==> src/rtl/rs_pkg.sv <==
package rs_pkg;
    localparam int N_ENT  = 4;
    localparam int DATA_W = 16;
    localparam int TAG_W  = 4;
    localparam int OP_W   = 4;

    typedef struct packed {
        logic              v;
        logic [DATA_W-1:0] f;
    } opnd_t;

    typedef struct packed {
        logic            busy;
        logic            issued;
        logic [OP_W-1:0] op;
        opnd_t           a;
        opnd_t           b;
    } ent_t;
endpackage

==> src/rtl/rs_snoop.sv <==
module rs_snoop
    import rs_pkg::*;
(
    input  opnd_t             cur,
    input  logic              cdb_valid,
    input  logic [TAG_W-1:0]  cdb_tag,
    input  logic [DATA_W-1:0] cdb_data,
    output opnd_t             nxt
);
    logic hit;
    assign hit = !cur.v && cdb_valid && (cur.f[TAG_W-1:0] == cdb_tag);

    always_comb begin
        nxt = cur;
        if (hit) begin
            nxt.v = 1'b1;
            nxt.f = cdb_data;
        end
    end
endmodule

==> src/rtl/rs_alloc.sv <==
module rs_alloc #(
    parameter int N  = 4,
    parameter int IW = 2
) (
    input  logic [N-1:0]  busy,
    output logic          found,
    output logic [IW-1:0] idx
);
    always_comb begin
        found = 1'b0;
        idx   = '0;
        for (int i = N - 1; i >= 0; i--) begin
            if (!busy[i]) begin
                found = 1'b1;
                idx   = IW'(i);
            end
        end
    end
endmodule

==> src/rtl/rs_age_pick.sv <==
module rs_age_pick #(
    parameter int N  = 4,
    parameter int IW = 2
) (
    input  logic          clk,
    input  logic          rst_n,
    input  logic [N-1:0]  ready,
    input  logic [N-1:0]  busy,
    input  logic          alloc_en,
    input  logic [IW-1:0] alloc_idx,
    output logic [N-1:0]  pick,
    output logic [IW-1:0] pick_idx,
    output logic          any
);
    // older_q[i][j] set: entry i was dispatched before entry j
    logic [N-1:0][N-1:0] older_q, older_d;

    always_comb begin
        older_d = older_q;
        if (alloc_en) begin
            for (int k = 0; k < N; k++) begin
                older_d[k][alloc_idx] = busy[k] && (IW'(k) != alloc_idx);
                older_d[alloc_idx][k] = 1'b0;
            end
        end
    end

    always_comb begin
        pick     = '0;
        pick_idx = '0;
        for (int i = 0; i < N; i++) begin
            logic blocked;
            blocked = 1'b0;
            for (int j = 0; j < N; j++) begin
                if (ready[j] && older_q[j][i]) blocked = 1'b1;
            end
            pick[i] = ready[i] && !blocked;
        end
        for (int i = 0; i < N; i++) begin
            if (pick[i]) pick_idx = IW'(i);
        end
    end

    assign any = |pick;

    always_ff @(posedge clk or negedge rst_n) begin
        if (!rst_n) older_q <= '0;
        else        older_q <= older_d;
    end
endmodule

==> src/rtl/rs_array.sv <==
module rs_array
    import rs_pkg::*;
#(
    parameter int N       = N_ENT,
    parameter int BASE_ID = 8
) (
    input  logic              clk,
    input  logic              rst_n,
    input  logic              disp_valid,
    input  logic [OP_W-1:0]   disp_op,
    input  logic              disp_a_rdy,
    input  logic [DATA_W-1:0] disp_a,
    input  logic              disp_b_rdy,
    input  logic [DATA_W-1:0] disp_b,
    output logic              full,
    output logic [TAG_W-1:0]  disp_tag,
    input  logic              cdb_valid,
    input  logic [TAG_W-1:0]  cdb_tag,
    input  logic [DATA_W-1:0] cdb_data,
    output logic              ex_valid,
    input  logic              ex_grant,
    output logic [OP_W-1:0]   ex_op,
    output logic [DATA_W-1:0] ex_a,
    output logic [DATA_W-1:0] ex_b,
    output logic [TAG_W-1:0]  ex_tag
);
    localparam int IW = (N > 1) ? $clog2(N) : 1;

    typedef struct packed {
        ent_t [N-1:0] ents;
    } state_t;

    state_t        state_q, state_d;
    logic [N-1:0]  busy_vec, ready_vec, pick_vec;
    logic [IW-1:0] alloc_idx, pick_idx;
    logic          alloc_found, alloc_fire, grant_fire;
    opnd_t         snp_a [N];
    opnd_t         snp_b [N];
    opnd_t         dsp_a_in, dsp_b_in, dsp_a_nxt, dsp_b_nxt;

    function automatic logic [TAG_W-1:0] ent_id(input int i);
        return TAG_W'(BASE_ID + i);
    endfunction

    // Per-entry status vectors and result-bus snooping of stored operands
    for (genvar g = 0; g < N; g++) begin : g_ent
        assign busy_vec[g]  = state_q.ents[g].busy;
        assign ready_vec[g] = state_q.ents[g].busy && !state_q.ents[g].issued
                              && state_q.ents[g].a.v && state_q.ents[g].b.v;
        rs_snoop u_snp_a (.cur(state_q.ents[g].a), .cdb_valid(cdb_valid),
                          .cdb_tag(cdb_tag), .cdb_data(cdb_data), .nxt(snp_a[g]));
        rs_snoop u_snp_b (.cur(state_q.ents[g].b), .cdb_valid(cdb_valid),
                          .cdb_tag(cdb_tag), .cdb_data(cdb_data), .nxt(snp_b[g]));
    end

    // Same-cycle capture for operands arriving at dispatch
    assign dsp_a_in = '{v: disp_a_rdy, f: disp_a};
    assign dsp_b_in = '{v: disp_b_rdy, f: disp_b};
    rs_snoop u_snp_da (.cur(dsp_a_in), .cdb_valid(cdb_valid), .cdb_tag(cdb_tag),
                       .cdb_data(cdb_data), .nxt(dsp_a_nxt));
    rs_snoop u_snp_db (.cur(dsp_b_in), .cdb_valid(cdb_valid), .cdb_tag(cdb_tag),
                       .cdb_data(cdb_data), .nxt(dsp_b_nxt));

    rs_alloc #(.N(N), .IW(IW)) u_alloc (
        .busy (busy_vec),
        .found(alloc_found),
        .idx  (alloc_idx)
    );

    assign alloc_fire = disp_valid && alloc_found;
    assign grant_fire = ex_valid && ex_grant;

    rs_age_pick #(.N(N), .IW(IW)) u_pick (
        .clk      (clk),
        .rst_n    (rst_n),
        .ready    (ready_vec),
        .busy     (busy_vec),
        .alloc_en (alloc_fire),
        .alloc_idx(alloc_idx),
        .pick     (pick_vec),
        .pick_idx (pick_idx),
        .any      (ex_valid)
    );

    always_comb begin
        state_d = state_q;
        for (int i = 0; i < N; i++) begin
            state_d.ents[i].a = snp_a[i];
            state_d.ents[i].b = snp_b[i];
            if (grant_fire && pick_vec[i]) begin
                state_d.ents[i].issued = 1'b1;
            end
            if (cdb_valid && (cdb_tag == ent_id(i)) &&
                state_q.ents[i].busy && state_q.ents[i].issued) begin
                state_d.ents[i].busy   = 1'b0;
                state_d.ents[i].issued = 1'b0;
            end
            if (alloc_fire && (alloc_idx == IW'(i))) begin
                state_d.ents[i].busy   = 1'b1;
                state_d.ents[i].issued = 1'b0;
                state_d.ents[i].op     = disp_op;
                state_d.ents[i].a      = dsp_a_nxt;
                state_d.ents[i].b      = dsp_b_nxt;
            end
        end
    end

    always_ff @(posedge clk or negedge rst_n) begin
        if (!rst_n) state_q <= '0;
        else        state_q <= state_d;
    end

    assign full     = !alloc_found;
    assign disp_tag = TAG_W'(BASE_ID + int'(alloc_idx));
    assign ex_op    = state_q.ents[pick_idx].op;
    assign ex_a     = state_q.ents[pick_idx].a.f;
    assign ex_b     = state_q.ents[pick_idx].b.f;
    assign ex_tag   = TAG_W'(BASE_ID + int'(pick_idx));
endmodule

==> config.mk <==
export PLATFORM = sky130hd
export DESIGN_NAME = rs_array
export DESIGN_NICKNAME = d
export VERILOG_FILES = /design/src/rtl/rs_pkg.sv /design/src/rtl/rs_snoop.sv /design/src/rtl/rs_alloc.sv /design/src/rtl/rs_age_pick.sv /design/src/rtl/rs_array.sv
export SDC_FILE = /design/constraint.sdc
export NUM_CORES = 1
export LEC_CHECK = 0
export BUFFER_PORTS_ARGS = -buffer_cell sky130_fd_sc_hd__buf_4
export CORE_MARGIN = 10
export CORE_UTILIZATION = 60
export CTS_CLUSTER_DIAMETER = 100
export DETAILED_ROUTE_END_ITERATION = 8
export PLACE_DENSITY = 0.85
export RECOVER_POWER = 25
export SYNTH_ARGS = -nofsm -noshare
export SYNTH_HDL_FRONTEND = slang
export SYNTH_HIERARCHICAL = 1
export SYNTH_SLANG_ARGS = --single-unit
==> constraint.sdc <==
create_clock -name clk -period 3.89 [get_ports clk]
set_clock_uncertainty 0.05 [all_clocks]
set_input_delay 0.778 -clock clk [delete_from_list [all_inputs] [get_ports clk]]
set_output_delay 0.778 -clock clk [all_outputs]
set_load 0.02 [all_outputs]
==> flow_summary.yaml <==
critical_path:
  start_kind: "flip-flop"
  ff2ff_setup_slack_ns: 1.20
  arrival_ns: 2.90
  required_ns: 3.06
  r2r_start: "busy_vec[3]$_DFFE_PN0P_"
  rr_worst_depth: 7
  worstSetupPathType: "flip-flop to output port"
  critPathLaunch: "busy_vec[0]$_DFFE_PN0P_"
  worst-path-max-fanout: 26
  worstSetupEndpointType: "output port"
  crit_end: "ex_b[9]"
  r2r_end: "state_q[49]$_DFF_PN0_"
status:
  violations: "capacitance limit, slew limit"
  status: "finished, violations left"
die:
  io_pins: 109
  rows: 49
  die_h_um: 155
  start_util_pct: 61.0
  die_width_um: 155
  core_um2: 18000
  die_area_um2: 24100
routing:
  ant_nets: 0
  drtIter0Drc: 436
  routedWlPerCell_um: 23.7
  post-route-drc-count: 0
  dr_total_vias: 7011
  avgViaCountPerCell: 6.18
  totalWireLength_um: 26900
  dr.pass1.iters: 6
placed_design:
  hpwlAfterDp_um: 17200
  portBuffers: 104
  gp_congestion: 0.870
  preCtsSetupSlack_ns: 0.586
synthesis:
  ys_seq_elements: 176
  syn_area_per_cell_um2: 13.8
  ys_types: 46
  ys_seq_area_share_pct: 40.2
  syn_area_um2: 11000
  syn_inst: 796
  yosysWarnings: 6
timing:
  hold_ws_ns: 0.443
  worstMarginPinSlew_ns: 2.00
  finalSetupViolations: 0
  finalMaxSlewViolations: 79
  fin_ws_ns: 0.157
  hold_violations: 0
  post-route-period-util_pct: 96.0
  slew_headroom_pct: -33.1
  period_minus_slack_ns: 3.73
  tns_ns: 0
  fmax_mhz: 268
  grt_setup_unrepaired: "no"
power:
  seq_power_share_pct: 28.5
  clkPwrFrac_pct: 15.5
  total_power_mw: 11.5
  vdd_drop_max_v: 0.000566
  sw_frac_of_total_pct: 37.4
  power.switching_mw: 4.31
  leakage_nw: 5.75
  p_per_area_nw_per_um2: 925
  p_int_mw: 7.23
  combPwrFrac_pct: 56.0
final_layout:
  multi_input_area_um2: 6170
  antenna_cells: 0
  nNetsFinal: 956
  seqCellArea_um2: 4400
  fillers: 1231
  layout-drive-gt1-share_pct: 55.9
  syn_to_final_growth_pct: 14.0
clock_network:
  clk_pin_slew_ns: 0.07
  h-tree-depth: 4
  clock-sinks: 176
  clockBufferDepth: 2
  numCtsBuffers: 17
  cts_tree: "built"
  clock_latency_ns: 0.43
  cts_hold_buf: 0
  cts_setup_buffers: 0
  cts-resized-gates: 0
  root_buffer: "clkbuf_16"
grt:
  grt_pass1_vias: 7548
  antenna_found_initial: 0
  grt_pass1_wl_um: 42800
  grt_max_degree: 79
  overflow: 0
  grtUsageTotal_pct: 22.5
hold_path:
  hp-class: "flip-flop to flip-flop"
  whs_path_depth: 1
flow_run:
  cap_violations: 1
[flip-flops by register name, summed over array words and instances (netlist names)]
name,flops
busy_vec,4
state_q,156
u_pick/older_q,16
[worst max-delay path: stages, from the launching register on]
cell,delay [ns]
dfrtp_1,0.47
and4b_1,0.30
a22oi_1,0.19
nand4b_1,0.26
nand2_2,0.42
buf_12,0.28
mux4_2,0.36
buf_4,0.18
[cell families (layout without fill, tap and decap cells)]
logic type / Yosys count / after routing / share of synthesized area (%)
other: 2 / 4 / 0.0686
DFF: 176 / 176 / 40.2
AOI/OAI and AO/OA: 60 / 60 / 3.51
xor gates and xnor gates: 40 / 40 / 3.20
and+or+nand+nor: 109 / 109 / 7.72
muxes: 338 / 338 / 41.5
buffers and inverters: 71 / 178 / 3.74
[worst min-delay path by stage]
stage	start	slack, ns	end
final	u_pick/older_q[0]$_DFFE_PN0P_	0.44	u_pick/older_q[0]$_DFFE_PN0P_
after detailed placement	u_pick/older_q[15]$_DFFE_PN0P_	0.43	u_pick/older_q[15]$_DFFE_PN0P_
after CTS	rst_n	0.37	u_pick/older_q[9]$_DFFE_PN0P_
after global routing	u_pick/older_q[5]$_DFFE_PN0P_	0.45	u_pick/older_q[5]$_DFFE_PN0P_
after floorplan	u_pick/older_q[10]$_DFFE_PN0P_	0.40	u_pick/older_q[10]$_DFFE_PN0P_
after global placement	u_pick/older_q[5]$_DFFE_PN0P_	0.42	u_pick/older_q[5]$_DFFE_PN0P_
[power groups by stage]
stage	logic [mW]	clock network, mW	registers, mW
final	6.47	1.78	3.29
after global routing	6.88	1.88	3.38
after CTS	6.51	1.80	3.26
after detailed placement	6.45	0	3.27
after global placement	6.31	0	3.25
after floorplan	4.68	0	3.08
[layer usage]
metal | vias to the layer above | wire (um) | GRT usage, %
met4 | 0 | 545 | 8.41
met1 | 3654 | 11700 | 29.1
met3 | 35 | 1250 | 4.03
met5 | - | 0 | 0
li1 | 3118 | - | -
met2 | 204 | 13400 | 36.9
[Yosys cell counts, drive strengths merged]
cell type / instances / area share, %
a21o: 2 / 0.14
nand2b: 25 / 1.5
inv: 31 / 1.1
o22ai: 1 / 0.057
xnor2: 10 / 0.80
nand3b: 2 / 0.14
and3: 4 / 0.23
o31ai: 2 / 0.14
nand4b: 5 / 0.40
mux4: 36 / 7.4
xor2: 30 / 2.4
a21oi: 4 / 0.18
o21ai: 24 / 1.1
nor4bb: 1 / 0.091
o211ai: 10 / 0.69
mux2: 302 / 34
or2: 1 / 0.057
and4b: 6 / 0.55
a22oi: 4 / 0.27
a2bb2oi: 1 / 0.080
a31oi: 2 / 0.11
nand3: 11 / 0.50
o2bb2ai: 2 / 0.16
nor3: 5 / 0.27
dfrtp: 176 / 40
nand4: 2 / 0.11
nand2: 36 / 1.9
a21boi: 1 / 0.069
o21a: 4 / 0.27
a22o: 2 / 0.16
nor2: 1 / 0.057
buf: 39 / 2.6
nor4: 10 / 1.9
clkbuf: 1 / 0.046
conb: 2 / 0.069
o22a: 1 / 0.080
[layout by cell type, fill, tap and decap left out, types with 11 or more instances in the layout]
master     synthesis  layout
mux2_2           209     209
mux4_2            36      36
nand3_1           11      11
dfrtp_1          176     176
inv_1             30      30
xor2_1            30      30
nand2b_1          24      24
o21ai_0           23      22
buf_4             11     111
mux2_4            90      90
nand2_1           26      25
clkbuf_16          0      17
[metrics by stage]
| stage | instances | cell area, um2 | utilization [%] |
|---|---|---|---|
| 2_1_floorplan | 798 | 11000 | - |
| 3_3_place_gp | 1103 | 11900 | 66.2 |
| 3_5_place_dp | 1103 | 11900 | 66.2 |
| 4_1_cts | 1134 | 12500 | 69.6 |
| 5_1_grt | 1134 | 12500 | 69.5 |
| 6_report | 1134 | 12500 | 69.5 |
[layout make-up]
| type | instances | area share [%] |
|---|---|---|
| inverters | 31 | 0.932 |
| clock buffers | 23 | 3.83 |
| multi-input cells | 551 | 49.5 |
| repair buffers | 116 | 7.14 |
| clock inverters | 8 | 1.04 |
| well taps | 229 | 2.30 |
| flip-flops and latches | 176 | 35.3 |
No activity file was read; power rests on OpenSTA's default activity.
